### config.mk
export PLATFORM = sky130hd
export DESIGN_NAME = conv_pool_node
export DESIGN_NICKNAME = d
export VERILOG_FILES = /design/src/rtl/cpn_pkg.sv /design/src/rtl/cpn_window.sv /design/src/rtl/cpn_mac.sv /design/src/rtl/cpn_pool.sv /design/src/rtl/conv_pool_node.sv
export SDC_FILE = /design/constraint.sdc
export NUM_CORES = 2
export LEC_CHECK = 0
export BUFFER_PORTS_ARGS = -buffer_cell sky130_fd_sc_hd__buf_2
export CORE_ASPECT_RATIO = 1.5
export CORE_UTILIZATION = 60
export DETAILED_ROUTE_END_ITERATION = 12
export GPL_TIMING_DRIVEN = 0
export PLACE_DENSITY = 0.76
export SLEW_MARGIN = 20
export SYNTH_ARGS = -nofsm -noshare
export SYNTH_HDL_FRONTEND = slang
export SYNTH_HIERARCHICAL = 1
export SYNTH_SLANG_ARGS = --single-unit
### constraint.sdc
create_clock -name clk -period 14.6 [get_ports clk]
set_clock_uncertainty 0.1 [all_clocks]
set_input_delay 0.73 -clock clk [delete_from_list [all_inputs] [get_ports clk]]
set_output_delay 0.73 -clock clk [all_outputs]
set_load 0.01 [all_outputs]
### src/rtl/cpn_pkg.sv
package cpn_pkg;
    localparam int KSZ  = 3;
    localparam int HALF = KSZ / 2;
    localparam int NTAP = KSZ * KSZ;

    typedef enum logic [1:0] {
        PH_IDLE  = 2'd0,
        PH_RUN   = 2'd1,
        PH_FLUSH = 2'd2
    } phase_e;
endpackage

### src/rtl/cpn_window.sv
module cpn_window
    import cpn_pkg::*;
#(
    parameter int IMG_W = 16,
    parameter int IMG_H = 16,
    parameter int PIX_W = 8
) (
    input  logic                          clk,
    input  logic                          rst_n,
    input  logic                          frame_start_i,
    input  logic                          pix_valid_i,
    input  logic [PIX_W-1:0]              pix_i,
    output logic [NTAP-1:0][PIX_W-1:0]    taps_o,
    output logic                          cen_valid_o,
    output logic                          cen_rodd_o,
    output logic [$clog2(IMG_W)-1:0]      cen_c_o
);
    localparam int ROW_W  = $clog2(IMG_H);
    localparam int COL_W  = $clog2(IMG_W);
    localparam int SR_LEN = (KSZ - 1) * IMG_W + KSZ;
    localparam int NPIX   = IMG_W * IMG_H;
    localparam int NTICK  = NPIX + HALF * IMG_W + HALF;
    localparam int CNT_W  = $clog2(NTICK + 1);
    localparam logic [CNT_W-1:0] FIRST_CEN = CNT_W'(HALF * IMG_W + HALF);
    localparam logic [CNT_W-1:0] LAST_PIX  = CNT_W'(NPIX - 1);
    localparam logic [CNT_W-1:0] LAST_TICK = CNT_W'(NTICK - 1);
    localparam logic [COL_W-1:0] COL_LAST  = COL_W'(IMG_W - 1);

    typedef struct packed {
        phase_e                        phase;
        logic [CNT_W-1:0]              cnt;
        logic [SR_LEN-1:0][PIX_W-1:0]  sr;
        logic [ROW_W-1:0]              nr;
        logic [COL_W-1:0]              nc;
        logic                          cv;
        logic                          crodd;
        logic [COL_W-1:0]              cc;
    } win_t;

    win_t             st_d, st_q;
    logic             tick;
    logic [PIX_W-1:0] shin;

    always_comb begin
        st_d    = st_q;
        st_d.cv = 1'b0;
        tick    = 1'b0;
        shin    = '0;
        if (frame_start_i) begin
            st_d.phase = PH_RUN;
            st_d.cnt   = '0;
            st_d.sr    = '0;
            st_d.nr    = '0;
            st_d.nc    = '0;
        end else begin
            case (st_q.phase)
                PH_RUN: begin
                    if (pix_valid_i) begin
                        tick = 1'b1;
                        shin = pix_i;
                    end
                end
                PH_FLUSH: tick = 1'b1;
                default: ;
            endcase
            if (tick) begin
                st_d.sr  = {st_q.sr[SR_LEN-2:0], shin};
                st_d.cnt = st_q.cnt + CNT_W'(1);
                if (st_q.cnt >= FIRST_CEN) begin
                    st_d.cv    = 1'b1;
                    st_d.crodd = st_q.nr[0];
                    st_d.cc    = st_q.nc;
                    if (st_q.nc == COL_LAST) begin
                        st_d.nc = '0;
                        st_d.nr = st_q.nr + ROW_W'(1);
                    end else begin
                        st_d.nc = st_q.nc + COL_W'(1);
                    end
                end
                if (st_q.phase == PH_RUN && st_q.cnt == LAST_PIX) begin
                    st_d.phase = PH_FLUSH;
                end
                if (st_q.phase == PH_FLUSH && st_q.cnt == LAST_TICK) begin
                    st_d.phase = PH_IDLE;
                end
            end
        end
    end

    always_ff @(posedge clk or negedge rst_n) begin
        if (!rst_n) st_q <= '0;
        else        st_q <= st_d;
    end

    // Tap (dr,dc) of the window centred at position m reads pixel m+(dr-1)*W+(dc-1).
    // Row overrun reads the cleared store or flush zeros; column overrun is masked.
    for (genvar dr = 0; dr < KSZ; dr++) begin : g_row
        for (genvar dc = 0; dc < KSZ; dc++) begin : g_col
            localparam int SRI = SR_LEN - 1 - dr * IMG_W - dc;
            logic edge_cut;
            if (dc < HALF) begin : g_left
                assign edge_cut = (st_q.cc < COL_W'(HALF - dc));
            end else if (dc > HALF) begin : g_right
                assign edge_cut = (st_q.cc > COL_W'(IMG_W - 1 - (dc - HALF)));
            end else begin : g_mid
                assign edge_cut = 1'b0;
            end
            assign taps_o[dr*KSZ+dc] = edge_cut ? '0 : st_q.sr[SRI];
        end
    end

    assign cen_valid_o = st_q.cv;
    assign cen_rodd_o  = st_q.crodd;
    assign cen_c_o     = st_q.cc;

    p_idle_holds_r1: assert property (@(posedge clk) disable iff (!rst_n)
        (st_q.phase == PH_IDLE && !frame_start_i) |=> ($stable(st_q.sr) && $stable(st_q.cnt)));

    p_count_step_r7: assert property (@(posedge clk) disable iff (!rst_n)
        !frame_start_i |=> (st_q.cnt == $past(st_q.cnt) || st_q.cnt == $past(st_q.cnt) + CNT_W'(1)));

    p_flush_zero_r8: assert property (@(posedge clk) disable iff (!rst_n)
        (st_q.phase == PH_FLUSH && !frame_start_i) |=> (st_q.sr[0] == '0));
endmodule

### src/rtl/cpn_mac.sv
module cpn_mac
    import cpn_pkg::*;
#(
    parameter int IMG_W = 16,
    parameter int PIX_W = 8,
    parameter int WGT_W = 8,
    parameter int ACC_W = 20
) (
    input  logic                          clk,
    input  logic                          rst_n,
    input  logic                          frame_start_i,
    input  logic                          wgt_we_i,
    input  logic [$clog2(NTAP)-1:0]       wgt_sel_i,
    input  logic [WGT_W-1:0]              wgt_i,
    input  logic [NTAP-1:0][PIX_W-1:0]    taps_i,
    input  logic                          cen_valid_i,
    input  logic                          cen_rodd_i,
    input  logic [$clog2(IMG_W)-1:0]      cen_c_i,
    output logic                          conv_valid_o,
    output logic                          conv_rodd_o,
    output logic [$clog2(IMG_W)-1:0]      conv_c_o,
    output logic [ACC_W-1:0]              conv_o
);
    localparam int COL_W = $clog2(IMG_W);
    localparam int SEL_W = $clog2(NTAP);

    typedef struct packed {
        logic [NTAP-1:0][WGT_W-1:0] wts;
        logic                       v;
        logic                       rodd;
        logic [COL_W-1:0]           c;
        logic [ACC_W-1:0]           act;
    } mac_t;

    mac_t                    st_d, st_q;
    logic signed [ACC_W-1:0] acc, pe, we;

    always_comb begin
        st_d = st_q;
        if (wgt_we_i && wgt_sel_i < SEL_W'(NTAP)) begin
            st_d.wts[wgt_sel_i] = wgt_i;
        end
        acc = '0;
        pe  = '0;
        we  = '0;
        for (int t = 0; t < NTAP; t++) begin
            pe  = ACC_W'($signed({1'b0, taps_i[t]}));
            we  = ACC_W'($signed(st_q.wts[t]));
            acc = acc + pe * we;
        end
        st_d.v    = cen_valid_i && !frame_start_i;
        st_d.rodd = cen_rodd_i;
        st_d.c    = cen_c_i;
        st_d.act  = acc[ACC_W-1] ? '0 : acc;
    end

    always_ff @(posedge clk or negedge rst_n) begin
        if (!rst_n) st_q <= '0;
        else        st_q <= st_d;
    end

    assign conv_valid_o = st_q.v;
    assign conv_rodd_o  = st_q.rodd;
    assign conv_c_o     = st_q.c;
    assign conv_o       = st_q.act;

    p_conv_after_center_r3: assert property (@(posedge clk) disable iff (!rst_n)
        conv_valid_o |-> $past(cen_valid_i));

    p_weight_hold_r2: assert property (@(posedge clk) disable iff (!rst_n)
        !wgt_we_i |=> $stable(st_q.wts));
endmodule

### src/rtl/cpn_pool.sv
module cpn_pool #(
    parameter int IMG_W = 16,
    parameter int PIX_W = 8,
    parameter int WGT_W = 8,
    parameter int ACC_W = 20
) (
    input  logic                      clk,
    input  logic                      rst_n,
    input  logic                      frame_start_i,
    input  logic                      conv_valid_i,
    input  logic                      conv_rodd_i,
    input  logic [$clog2(IMG_W)-1:0]  conv_c_i,
    input  logic [ACC_W-1:0]          conv_i,
    output logic                      out_valid_o,
    output logic [ACC_W-1:0]          out_o
);
    localparam int COL_W  = $clog2(IMG_W);
    localparam int HALF_W = IMG_W / 2;
    localparam logic [ACC_W-1:0] MAX_OUT =
        ACC_W'(cpn_pkg::NTAP * ((1 << PIX_W) - 1) * ((1 << (WGT_W - 1)) - 1));

    typedef struct packed {
        logic [ACC_W-1:0]              left;
        logic [HALF_W-1:0][ACC_W:0]    rowbuf;
        logic                          ov;
        logic [ACC_W-1:0]              od;
    } pool_t;

    pool_t            st_d, st_q;
    logic [ACC_W:0]   pair;
    logic [ACC_W+1:0] total;
    logic [COL_W-2:0] idx;

    always_comb begin
        st_d    = st_q;
        st_d.ov = 1'b0;
        idx     = conv_c_i[COL_W-1:1];
        pair    = {1'b0, st_q.left} + {1'b0, conv_i};
        total   = {1'b0, st_q.rowbuf[idx]} + {1'b0, pair};
        if (conv_valid_i && !frame_start_i) begin
            if (!conv_c_i[0]) begin
                st_d.left = conv_i;
            end else if (!conv_rodd_i) begin
                st_d.rowbuf[idx] = pair;
            end else begin
                st_d.ov = 1'b1;
                st_d.od = ACC_W'(total >> 2);
            end
        end
    end

    always_ff @(posedge clk or negedge rst_n) begin
        if (!rst_n) st_q <= '0;
        else        st_q <= st_d;
    end

    assign out_valid_o = st_q.ov;
    assign out_o       = st_q.od;

    p_out_odd_corner_r5: assert property (@(posedge clk) disable iff (!rst_n)
        out_valid_o |-> $past(conv_valid_i && conv_rodd_i && conv_c_i[0]));

    p_out_bound_r4: assert property (@(posedge clk) disable iff (!rst_n)
        out_valid_o |-> (out_o <= MAX_OUT));
endmodule

### src/rtl/conv_pool_node.sv
module conv_pool_node
    import cpn_pkg::*;
#(
    parameter int IMG_W = 16,
    parameter int IMG_H = 16,
    parameter int PIX_W = 8,
    parameter int WGT_W = 8,
    parameter int ACC_W = 20
) (
    input  logic                     clk,
    input  logic                     rst_n,
    input  logic                     frame_start,
    input  logic                     pix_valid,
    input  logic [PIX_W-1:0]         pix_data,
    input  logic                     wgt_we,
    input  logic [$clog2(NTAP)-1:0]  wgt_sel,
    input  logic [WGT_W-1:0]         wgt_data,
    output logic                     out_valid,
    output logic [ACC_W-1:0]         out_data
);
    localparam int COL_W = $clog2(IMG_W);

    logic [NTAP-1:0][PIX_W-1:0] taps;
    logic                       cen_valid, cen_rodd;
    logic [COL_W-1:0]           cen_c;
    logic                       conv_valid, conv_rodd;
    logic [COL_W-1:0]           conv_c;
    logic [ACC_W-1:0]           conv_val;

    cpn_window #(.IMG_W(IMG_W), .IMG_H(IMG_H), .PIX_W(PIX_W)) u_window (
        .clk(clk), .rst_n(rst_n), .frame_start_i(frame_start),
        .pix_valid_i(pix_valid), .pix_i(pix_data), .taps_o(taps),
        .cen_valid_o(cen_valid), .cen_rodd_o(cen_rodd), .cen_c_o(cen_c)
    );

    cpn_mac #(.IMG_W(IMG_W), .PIX_W(PIX_W), .WGT_W(WGT_W), .ACC_W(ACC_W)) u_mac (
        .clk(clk), .rst_n(rst_n), .frame_start_i(frame_start),
        .wgt_we_i(wgt_we), .wgt_sel_i(wgt_sel), .wgt_i(wgt_data),
        .taps_i(taps), .cen_valid_i(cen_valid), .cen_rodd_i(cen_rodd), .cen_c_i(cen_c),
        .conv_valid_o(conv_valid), .conv_rodd_o(conv_rodd), .conv_c_o(conv_c), .conv_o(conv_val)
    );

    cpn_pool #(.IMG_W(IMG_W), .PIX_W(PIX_W), .WGT_W(WGT_W), .ACC_W(ACC_W)) u_pool (
        .clk(clk), .rst_n(rst_n), .frame_start_i(frame_start),
        .conv_valid_i(conv_valid), .conv_rodd_i(conv_rodd), .conv_c_i(conv_c), .conv_i(conv_val),
        .out_valid_o(out_valid), .out_o(out_data)
    );

    p_frame_kill_r9: assert property (@(posedge clk) disable iff (!rst_n)
        frame_start |=> !out_valid);
endmodule

==> out/results.md <==
| Item | Reported | Unit |
|:---|:---|:---|
| Std cell rows | 128 | - |
| Via count of the first global-routing pass | 38700 | - |
| Number of cells upsized or downsized after cts | 0 | - |
| Flip-flop cell with the highest count after synthesis | dfrtp_1 | - |
| TritonCTS clock tree | yes | - |
| Insertion delay of the later-clocked pin in the worst-skew pair | 0.67 | ns |
| Vias after detailed routing | 36000 | - |
| Chip height | 354 | microns |
| Data required time at the worst endpoint | 15.05 | ns |
| Share of final-layout standard cells stronger than drive strength 1 | 9.67 | % |
| Sink count of the clock tree | 608 | - |
| Sequential cell area fraction in the yosys report | 30.7 | % |
| Class of the most critical setup path | reg -> reg | - |
| Number of vias per cell after detailed routing | 5.65 | - |
| Cell with the biggest individual delay on the critical path | clkbuf_1 | - |
| # DRC | 0 | - |
| Final count of pins violating max slew | 0 | - |
| Max-cap violations | 0 | - |
| Yosys synthesis warning count | 6 | - |
| Min Tclk post-route | 13.83 | ns |
| Final net count | 6230 | - |
| Final cell count without fillers | 6369 | - |
| Post-synthesis cell type count | 83 | - |
| Mapped cell area | 49600 | sq um |
| Total iterations of the first detailed-routing run | 5 | - |
| Fillers | 6437 | - |
| RePlAce Congestion | 0.945 | - |
| Post-Synthesis Mean Instance Area | 9.61 | sq um |
| Detailed Route Iter0 Violations | 2299 | - |
| Initial antenna violation count | 1 | - |
| CTS buffer count | 61 | - |
| Avg WL per Cell | 19.8 | microns |
| Number of enable flip-flop cells after synthesis | 0 | - |
| Arrival @ worst endpoint | 14.28 | ns |
| Number of standard cells after synthesis | 5160 | - |
| Post-DRT Antenna Nets | 0 | - |
| Crit path max fanout | 10 | - |
| Input/output buffers | 42 | - |
| First-pass GRT wire length | 203000 | microns |
| Most common cell type on the critical path | fa_1 | - |
| Tot GR Track Use | 31.2 | % |
| Top achievable clock speed | 72.3 | MHz |
| Number of failing hold endpoints at the final stage | 0 | - |
| Grt total ovfl | 0 | - |
| Number of H-tree levels | 2 | - |
| Number of flip-flops and latches in the synthesized netlist | 608 | - |
| Effective utilization at floorplan | 60.8 | % |
| Horizontal die dimension | 237 | microns |
| WHS Path Cells | 2 | - |
| Final setup violating endpoints | 0 | - |
| Die footprint | 83800 | sq um |
| Post-detailed-placement half-perimeter wirelength | 99700 | microns |
| Stage delay of the slowest cell on the critical path | 0.64 | ns |
| Outcome | finished clean | - |
| Net count after synthesis | 6115 | - |
| Final-layout worst hold slack | 0.179 | ns |
| Final worst-path cycle share | 94.7 | % |
| Area of the core region | 81500 | sq um |
| Startpoint type of the worst setup path | flop | - |
| Slew HR | 21.8 | % |
| RSZ-0062 raised after global routing | no | - |
| Maximum clock insertion buffer count | 3 | - |
| Transition time at the pin with the least slew margin | 1.16 | ns |
| Share of synthesized registers carrying an async set or reset | 100 | % |
| Routed Wire Length | 126000 | microns |
| CTS root buf | clkbuf_16 | - |
| Number of I/O pins | 46 | - |
| P&R area growth vs syn | 8.21 | % |
| Maximum number of pins on one net before global-route repair | 101 | - |
| Clock input transition at the sequential cells of the worst setup and hold paths | 0.06 | ns |
| Number of placed instances with taps included | 6251 | - |
| Endpoint kind of the worst setup timing path | flop | - |
| Logic depth of the worst register-to-register path | 43 | - |
| Min-Delay Path Class | in -> reg | - |
[critical path, delay by kind of cell, from the launching register on]
| kind | cells | cell delay, ns |
|---|---|---|
| flops | 1 | 0.43 |
| buf+inv | 13 | 1.71 |
| simple gates | 6 | 1.89 |
| fa+ha+maj | 16 | 7.65 |
| xor+xnor | 1 | 0.39 |
| compound gates | 7 | 1.49 |
[state kept, by name, summed over array words and instances, names as in the netlist]
signal,flops
u_window/st_q,272
u_pool/st_q,188
u_mac/st_q,72
u_window/taps_o,24
u_pool/out_o,20
u_mac/conv_o,19
u_mac/conv_c_o,4
u_window/cen_c_o,4
u_mac/conv_rodd_o,1
u_mac/conv_valid_o,1
u_pool/out_valid_o,1
u_window/cen_rodd_o,1
u_window/cen_valid_o,1
[Yosys cell counts (12+ instances only)]
cell type	n	area share [%]
o21ai_0	135	1.4
ha_1	388	9.8
nand3_1	19	0.19
o21a_1	17	0.26
xnor2_1	64	1.1
nand2_1	937	7.1
nor2_1	111	0.84
nor3_1	28	0.28
clkbuf_1	127	0.96
a211oi_1	20	0.30
nor4_1	25	0.32
a21o_1	22	0.33
dfrtp_1	608	31
nor2b_1	51	0.64
mux2_2	175	4.0
xor2_1	20	0.35
inv_1	792	6.0
o22ai_1	73	0.92
o31ai_1	12	0.18
buf_2	44	0.44
a21oi_1	339	3.4
buf_4	78	1.2
fa_1	542	22
nand2b_1	42	0.53
and2_1	299	3.8
[cell type report]
cell class	count	area, sq um	area share (%)
multi-input cells	3498	30100	56.1
flip-flops and latches	608	15200	28.4
inverters	793	2980	5.55
clock buffers	74	1690	3.14
plain buffers	261	1350	2.51
well taps	1040	1300	2.43
clock inverters	42	566	1.05
repair buffers	52	439	0.819
diodes	1	2.50	0.00466
[metrics by stage]
step           area, sq um  TNS (ns)  util, %  setup WS, ns
6_report             53700         0     65.8         0.773
5_1_grt              53700         0     65.8         0.211
4_1_cts              53600         0     65.8         0.808
3_5_place_dp         51400         0     63.0         0.916
3_3_place_gp         51100    -83.39     62.7        -0.239
2_1_floorplan        49600         0        -          2.68
[per-layer routing]
layer  global-route usage [%]  routed length, microns  vias up
li1                         -                       -    16500
met1                     33.0                   43800    18000
met2                     56.4                   65400     1086
met3                     3.86                    5570      475
met4                     23.9                   11100        0
met5                        0                       0        -
[what timing repair did]
action                                 in CTS  in global routing
setup buffers                               0                  0
hold buffers                                1                  0
endpoints found under the hold margin      17                  0
[path summary, 6_finish.rpt]
| path | startpoint | endpoint | slack, ns |
|---|---|---|---|
| max | u_window/cen_c_o[2]$_DFFE_PN0P_ | u_mac/conv_o[14]$_DFF_PN0_ | 0.77 |
| min | pix_data[2] | u_window/st_q[16]$_DFFE_PN0P_ | 0.18 |
| max reg2reg | u_window/cen_c_o[2]$_DFFE_PN0P_ | u_mac/conv_o[14]$_DFF_PN0_ | 0.77 |
| min reg2reg | u_pool/out_o[11]$_DFFE_PN0P_ | u_pool/out_o[11]$_DFFE_PN0P_ | 0.38 |
| max in group asynchronous | rst_n | u_window/st_q[132]$_DFFE_PN0P_ | 12.02 |
| min in group asynchronous | rst_n | u_pool/st_q[199]$_DFFE_PN0P_ | 0.39 |
[cell usage in the layout, fill, tap and decap left out, drive strengths merged, types with 9 or more instances in the layout]
master / count
and2: 299
a21o: 22
bufinv: 10
xor2: 20
xnor2: 66
clkinv: 18
fa: 542
a211o: 10
clkbuf: 203
dfrtp: 608
nor4: 27
buf: 183
nand3b: 9
o21ai: 142
a211oi: 22
nand3: 20
nand2: 937
nor2b: 51
o22ai: 73
a21oi: 341
nand2b: 42
inv: 800
nor3: 31
o31ai: 12
o21a: 17
mux2: 176
o21bai: 11
nor2: 122
ha: 388
[cells by family (layout without fill, tap and decap cells)]
kind of cell / Yosys count / count (layout) / synth area share [%]
AND/OR/NAND/NOR: 1588 / 1588 / 14.8
buffers and inverters: 1054 / 1222 / 8.72
adder cells (fa/ha/maj): 930 / 930 / 31.7
AO/OA/AOI/OAI: 711 / 711 / 8.44
flip-flops: 608 / 608 / 30.7
multiplexers: 182 / 182 / 4.12
XOR/XNOR: 86 / 86 / 1.57
other: 1 / 2 / 0.00756
Power is left out: the tool's default activity adds up to more than one toggle a clock period on the data nets, which glitch-free logic cannot reach.
